<file path="src/rtl/wtc_pkg.sv">
package wtc_pkg;

   // Readout tracker position within a low/high/control sequence
   typedef enum logic [1:0] {
      TRK_IDLE = 2'd0,
      TRK_LOW  = 2'd1,
      TRK_HIGH = 2'd2
   } trk_state_e;

   // Decoded register access for one cycle
   typedef struct packed {
      logic rd_lo;
      logic rd_hi;
      logic rd_ctrl;
      logic wr_ctrl;
      logic rd_other;
   } wtc_access_t;

endpackage

</file>
<file path="src/rtl/wtc_counter.sv">
module wtc_counter #(
   parameter int WORD_W = 32,
   parameter int NWORDS = 2
) (
   input  logic                     clk,
   input  logic                     rst_n,
   input  logic                     en,
   output logic [NWORDS*WORD_W-1:0] cnt,
   output logic                     lo_carry
);
   localparam logic [WORD_W-1:0] W_ONE = WORD_W'(1);

   // inc[w] is the increment request arriving at word w
   logic [NWORDS-1:0] inc;
   assign inc[0] = en;

   for (genvar w = 0; w < NWORDS; w++) begin : g_word
      logic [WORD_W-1:0] word_q;

      always_ff @(posedge clk or negedge rst_n) begin
         if (!rst_n)      word_q <= '0;
         else if (inc[w]) word_q <= word_q + W_ONE;
      end

      assign cnt[w*WORD_W +: WORD_W] = word_q;

      if (w < NWORDS - 1) begin : g_chain
         assign inc[w+1] = inc[w] & (&word_q);
      end
   end

   // Carry out of the lowest word: the upper half steps on this edge
   if (NWORDS > 1) begin : g_carry
      assign lo_carry = inc[1];
   end else begin : g_nocarry
      assign lo_carry = 1'b0;
   end
endmodule

</file>
<file path="src/rtl/wtc_regmap.sv">
module wtc_regmap
   import wtc_pkg::*;
#(
   parameter int              ADDR_W    = 12,
   parameter int              DATA_W    = 32,
   parameter int              WORD_W    = 32,
   parameter logic [ADDR_W-1:0] CTRL_ADDR = ADDR_W'('h103),
   parameter logic [ADDR_W-1:0] LO_ADDR   = ADDR_W'('h104),
   parameter logic [ADDR_W-1:0] HI_ADDR   = ADDR_W'('h105)
) (
   input  logic                clk,
   input  logic                rst_n,
   input  logic [ADDR_W-1:0]   acc_addr,
   input  logic                acc_rd,
   input  logic                acc_wr,
   input  logic [DATA_W-1:0]   acc_wdata,
   input  logic [2*WORD_W-1:0] cnt,
   input  logic                status_ok,
   output wtc_access_t         acc,
   output logic                en_q,
   output logic [DATA_W-1:0]   rdata
);
   localparam int STATUS_BIT = DATA_W - 1;

   logic hit_ctrl, hit_lo, hit_hi;
   logic unused_wdata;

   assign hit_ctrl = (acc_addr == CTRL_ADDR);
   assign hit_lo   = (acc_addr == LO_ADDR);
   assign hit_hi   = (acc_addr == HI_ADDR);

   assign acc.rd_lo    = acc_rd & hit_lo;
   assign acc.rd_hi    = acc_rd & hit_hi;
   assign acc.rd_ctrl  = acc_rd & hit_ctrl;
   assign acc.wr_ctrl  = acc_wr & hit_ctrl;
   assign acc.rd_other = acc_rd & ~(hit_ctrl | hit_lo | hit_hi);

   assign unused_wdata = ^acc_wdata[DATA_W-1:1];

   always_ff @(posedge clk or negedge rst_n) begin
      if (!rst_n)          en_q <= 1'b0;
      else if (acc.wr_ctrl) en_q <= acc_wdata[0];
   end

   always_comb begin
      rdata = '0;
      if (acc.rd_ctrl) begin
         rdata[STATUS_BIT] = status_ok;
         rdata[0]          = en_q;
      end else if (acc.rd_lo) begin
         rdata = DATA_W'(cnt[WORD_W-1:0]);
      end else if (acc.rd_hi) begin
         rdata = DATA_W'(cnt[2*WORD_W-1:WORD_W]);
      end
   end
endmodule

</file>
<file path="src/rtl/wtc_tracker.sv">
module wtc_tracker
   import wtc_pkg::*;
(
   input  logic        clk,
   input  logic        rst_n,
   input  wtc_access_t acc,
   input  logic        exc,
   input  logic        carry,
   output trk_state_e  state_q,
   output logic        ok_q,
   output logic        status_ok
);
   trk_state_e state_d;
   logic       ok_d;

   always_comb begin
      state_d = state_q;
      ok_d    = ok_q;
      if (acc.rd_lo) begin
         // fresh sequence; a carry or exception on this edge already spoils it
         state_d = TRK_LOW;
         ok_d    = ~(carry | exc);
      end else if (acc.rd_hi) begin
         if (state_q == TRK_LOW) begin
            state_d = TRK_HIGH;
            ok_d    = ok_q & ~carry & ~exc;
         end else begin
            state_d = TRK_IDLE;
            ok_d    = 1'b0;
         end
      end else if (acc.rd_ctrl) begin
         state_d = TRK_IDLE;
         ok_d    = 1'b0;
      end else begin
         unique case (state_q)
            TRK_LOW:  ok_d = ok_q & ~carry & ~exc;
            TRK_HIGH: ok_d = ok_q & ~carry;
            default:  ok_d = ok_q;
         endcase
      end
   end

   always_ff @(posedge clk or negedge rst_n) begin
      if (!rst_n) begin
         state_q <= TRK_IDLE;
         ok_q    <= 1'b0;
      end else begin
         state_q <= state_d;
         ok_q    <= ok_d;
      end
   end

   assign status_ok = (state_q == TRK_HIGH) & ok_q;
endmodule

</file>
<file path="src/rtl/wide_tick_counter.sv">
module wide_tick_counter
   import wtc_pkg::*;
#(
   parameter int              ADDR_W    = 12,
   parameter int              DATA_W    = 32,
   parameter int              WORD_W    = 32,
   parameter logic [ADDR_W-1:0] CTRL_ADDR = ADDR_W'('h103),
   parameter logic [ADDR_W-1:0] LO_ADDR   = ADDR_W'('h104),
   parameter logic [ADDR_W-1:0] HI_ADDR   = ADDR_W'('h105)
) (
   input  logic              clk,
   input  logic              rst_n,
   input  logic [ADDR_W-1:0] acc_addr,
   input  logic              acc_rd,
   input  logic              acc_wr,
   input  logic [DATA_W-1:0] acc_wdata,
   output logic [DATA_W-1:0] acc_rdata,
   input  logic              exc_taken
);
   localparam int NWORDS = 2;
   localparam int CNT_W  = NWORDS * WORD_W;

   if (WORD_W < 1 || WORD_W > DATA_W) begin : g_bad_word
      $error("wide_tick_counter: WORD_W must be between 1 and DATA_W");
   end
   if (DATA_W < 2) begin : g_bad_data
      $error("wide_tick_counter: DATA_W must leave room for status and enable");
   end
   if (CTRL_ADDR == LO_ADDR || CTRL_ADDR == HI_ADDR || LO_ADDR == HI_ADDR) begin : g_bad_map
      $error("wide_tick_counter: register addresses must be distinct");
   end

   wtc_access_t      acc;
   logic             en_q;
   logic [CNT_W-1:0] cnt_q;
   logic             lo_carry;
   trk_state_e       trk_state;
   logic             trk_ok;
   logic             status_ok;

   wtc_counter #(
      .WORD_W (WORD_W),
      .NWORDS (NWORDS)
   ) u_counter (
      .clk      (clk),
      .rst_n    (rst_n),
      .en       (en_q),
      .cnt      (cnt_q),
      .lo_carry (lo_carry)
   );

   wtc_regmap #(
      .ADDR_W    (ADDR_W),
      .DATA_W    (DATA_W),
      .WORD_W    (WORD_W),
      .CTRL_ADDR (CTRL_ADDR),
      .LO_ADDR   (LO_ADDR),
      .HI_ADDR   (HI_ADDR)
   ) u_regmap (
      .clk       (clk),
      .rst_n     (rst_n),
      .acc_addr  (acc_addr),
      .acc_rd    (acc_rd),
      .acc_wr    (acc_wr),
      .acc_wdata (acc_wdata),
      .cnt       (cnt_q),
      .status_ok (status_ok),
      .acc       (acc),
      .en_q      (en_q),
      .rdata     (acc_rdata)
   );

   wtc_tracker u_tracker (
      .clk       (clk),
      .rst_n     (rst_n),
      .acc       (acc),
      .exc       (exc_taken),
      .carry     (lo_carry),
      .state_q   (trk_state),
      .ok_q      (trk_ok),
      .status_ok (status_ok)
   );
endmodule

</file>
<file path="config.mk">
export PLATFORM = sky130hd
export DESIGN_NAME = wide_tick_counter
export DESIGN_NICKNAME = d
export VERILOG_FILES = /design/src/rtl/wtc_pkg.sv /design/src/rtl/wtc_counter.sv /design/src/rtl/wtc_regmap.sv /design/src/rtl/wtc_tracker.sv /design/src/rtl/wide_tick_counter.sv
export SDC_FILE = /design/constraint.sdc
export NUM_CORES = 1
export LEC_CHECK = 0
export CORE_MARGIN = 2
export CORE_UTILIZATION = 46
export CTS_CLUSTER_DIAMETER = 40
export DETAILED_ROUTE_END_ITERATION = 10
export MAX_ROUTING_LAYER = met4
export PLACE_DENSITY = 0.76
export SYNTH_ARGS = -nofsm -noshare
export SYNTH_HDL_FRONTEND = slang
export SYNTH_HIERARCHICAL = 1
export SYNTH_SLANG_ARGS = --single-unit
</file>
<file path="constraint.sdc">
create_clock -name clk -period 2.75 [get_ports clk]
set_clock_uncertainty 0.1 [all_clocks]
set_input_delay 0.4125 -clock clk [delete_from_list [all_inputs] [get_ports clk]]
set_output_delay 0.4125 -clock clk [all_outputs]
set_load 0.005 [all_outputs]
</file>
==> results.json <==
{
  "outcome": "complete, no violations",
  "grt_first_pass_wirelength_um": 14200,
  "num_rows": 32,
  "worst_ep_arrival_time_ns": 2.14,
  "post_route_cells_drive_above_1_share_pct": 13.2,
  "clkTransAtPathRegs_ns": 0.06,
  "starting_density_of_the_core_pct": 48.0,
  "maxCapViolCount": 0,
  "finalSetupViolations": 0,
  "placed_cell_area_mm2": 0.00442,
  "intPower_mw": 1.43,
  "die_area_mm2": 0.00888,
  "tritoncts_num_sinks": 68,
  "max-clock-path-buffers": 2,
  "power.share.combinational_pct": 5.0,
  "syn-num-nets": 420,
  "switchingPower_mw": 0.411,
  "p_seq_share_pct": 54.4,
  "worstSkewPairLatency_ns": 0.35,
  "power_switching_share_pct": 22.3,
  "worst_setup_path_end_kind": "output pin",
  "pwr_density_cell_mw_per_mm2": 400,
  "routed_wl_um": 8520,
  "post-route-period-util_pct": 96.5,
  "antenna-diode-count": 0,
  "cts-buffers-inserted": 9,
  "dr_total_vias": 3004,
  "clockRootBuffer": "sky130_fd_sc_hd__clkbuf_8",
  "core_mm2": 0.00781,
  "critical_path.max_fanout": 9,
  "post_drt_wl_per_cell_um": 15.7,
  "io-pin-count": 81,
  "yosys_warns": 6,
  "post_synthesis_cells": 369,
  "leakagePower_nw": 2.17,
  "worstSetupPathType": "in -> out",
  "postCtsHoldBufs": 0,
  "place.detailed.hpwl_um": 6100,
  "power.clock.fraction_pct": 40.7,
  "max-vdd-ir-drop_mv": 0.258,
  "drtIter0Drc": 180,
  "drc": 0,
  "timing.max_slew.rel_slack_pct": 53.8,
  "io_buffers": 49,
  "antenna_violations_before_repair": 0,
  "worst-endpoint-required_ns": 2.24,
  "place.gp.congestion": 0.866,
  "post_drt_via_cell_ratio": 5.53,
  "utilization_pct": 59.2,
  "clock.fmax_mhz": 377,
  "hold_path.class": "in -> async",
  "worst_slew_pin_slew_ns": 0.693,
  "total_gr_overflow": 0,
  "global_route.usage.total_pct": 21.3,
  "first_global_vias": 2925,
  "final.fill_count": 686,
  "design_area_mm2": 0.00462,
  "die_width_um": 94.2,
  "numPlacedInstances": 524,
  "post_synth_instance_area_mm2": 0.00374,
  "fin_setup_tns_ns": 0,
  "ant_nets": 0,
  "cp-start-kind": "input port",
  "dieHeight_um": 94.2,
  "p_total_mw": 1.85,
  "fin_crit_ns": 2.65,
  "layoutNonFillerInstCount": 543,
  "ctsHtreeMaxLevel": 3,
  "area.growth.synth_to_final_pct": 23.3,
  "grt_max_degree": 40,
  "timing.final.hold_violations": 0,
  "slew_limit_fails": 0,
  "drt-pass1-iter-count": 5,
  "tritoncts": "done",
  "fin_nets": 489,
  "synthesis.area_per_instance_um2": 10.1
}
[worst paths after layout]
kind	start	to	slack (ns)	depth (start not counted)
worst max-delay path	acc_addr[6]	acc_rdata[13]	0.1	8
worst min-delay path	rst_n	u_counter/g_word[0].word_q[10]	0.01	1
worst max register to register	u_counter/g_word[0].word_q[1]	u_counter/g_word[1].word_q[8]	0.12	7
worst min register to register	u_counter/g_word[1].word_q[31]	u_counter/g_word[1].word_q[31]	0.37	1
max in group asynchronous	rst_n	u_regmap/en_q	1.90	2
min in group clk	u_counter/g_word[1].word_q[31]	u_counter/g_word[1].word_q[31]	0.37	1
[placed cells by master, fill, tap and decap left out, types with 3 or more instances in the layout]
cell,n
sky130_fd_sc_hd__nand4_1,28
sky130_fd_sc_hd__dfrtp_1,68
sky130_fd_sc_hd__and3_1,12
sky130_fd_sc_hd__inv_1,4
sky130_fd_sc_hd__mux2i_1,30
sky130_fd_sc_hd__and3b_1,3
sky130_fd_sc_hd__nor2_2,4
sky130_fd_sc_hd__clkbuf_2,3
sky130_fd_sc_hd__buf_4,17
sky130_fd_sc_hd__nor2_1,44
sky130_fd_sc_hd__dlygate4sd2_1,27
sky130_fd_sc_hd__buf_6,3
sky130_fd_sc_hd__nor3_1,12
sky130_fd_sc_hd__and4_1,7
sky130_fd_sc_hd__nand2_1,25
sky130_fd_sc_hd__mux2_2,4
sky130_fd_sc_hd__nand3_1,20
sky130_fd_sc_hd__clkdlybuf4s50_1,15
sky130_fd_sc_hd__xnor2_1,47
sky130_fd_sc_hd__and2_1,4
sky130_fd_sc_hd__xor2_1,14
sky130_fd_sc_hd__clkbuf_8,12
[power by group through the flow]
stage,combinational (mW),clock (mW),sequential [mW]
6_report,0.0917,0.750,1.00
5_1_grt,0.102,0.822,1.00
4_1_cts,0.0926,0.768,1.00
3_5_place_dp,0.0912,0,1.02
3_3_place_gp,0.0902,0,1.02
2_1_floorplan,0.0313,0,1.02
[final cells by class]
| type | count | area, µm² | share of cell area (%) |
|---|---|---|---|
| tap | 102 | 128 | 2.76 |
| clock buffer | 12 | 165 | 3.58 |
| timing repair buffer | 70 | 618 | 13.4 |
| sequential | 68 | 1700 | 36.8 |
| multi-input combinational | 284 | 1970 | 42.7 |
| clock inverter | 2 | 10.0 | 0.217 |
| inverter | 5 | 23.8 | 0.515 |
[worst max-delay path, stage by stage]
cell                              delay, ns
sky130_fd_sc_hd__clkdlybuf4s50_1       0.43
sky130_fd_sc_hd__nor4_2                0.34
sky130_fd_sc_hd__nand4_1               0.17
sky130_fd_sc_hd__buf_6                 0.16
sky130_fd_sc_hd__buf_4                 0.13
sky130_fd_sc_hd__buf_6                 0.14
sky130_fd_sc_hd__nor2_2                0.12
sky130_fd_sc_hd__dlygate4sd2_1         0.24
[what timing repair did]
action                     in CTS  in global routing
gates cloned                    1                  0
resized for setup              35                 12
setup endpoints to repair      30                 15
pin swaps                       1                  2
buffers inserted                2                  2
[per-layer routing]
| metal | vias to the layer above | share of wire (%) | track usage (%) |
|---|---|---|---|
| met5 | - | 0 | - |
| met4 | 0 | 2.1 | 6.88 |
| met3 | 17 | 3.9 | 4.25 |
| met2 | 69 | 48 | 32.0 |
| met1 | 1467 | 46 | 29.2 |
| li1 | 1451 | - | - |
[per-stage QoR]
step	worst slack (ns)	hold WS, ns
final	0.0951	0.0112
after global placement	-0.173	0.355
after detailed placement	-0.176	0.371
after CTS	0.0662	0.0109
after floorplan	0.158	0.0169
after global routing	-0.0151	0.0497
[state kept, by name, indices dropped and copies added, names as in the netlist]
name	count
u_tracker/ok_q	1
u_tracker/state_q	2
u_regmap/en_q	1
u_counter/g_word.word_q	64
Power figures use the tool's default switching activity.
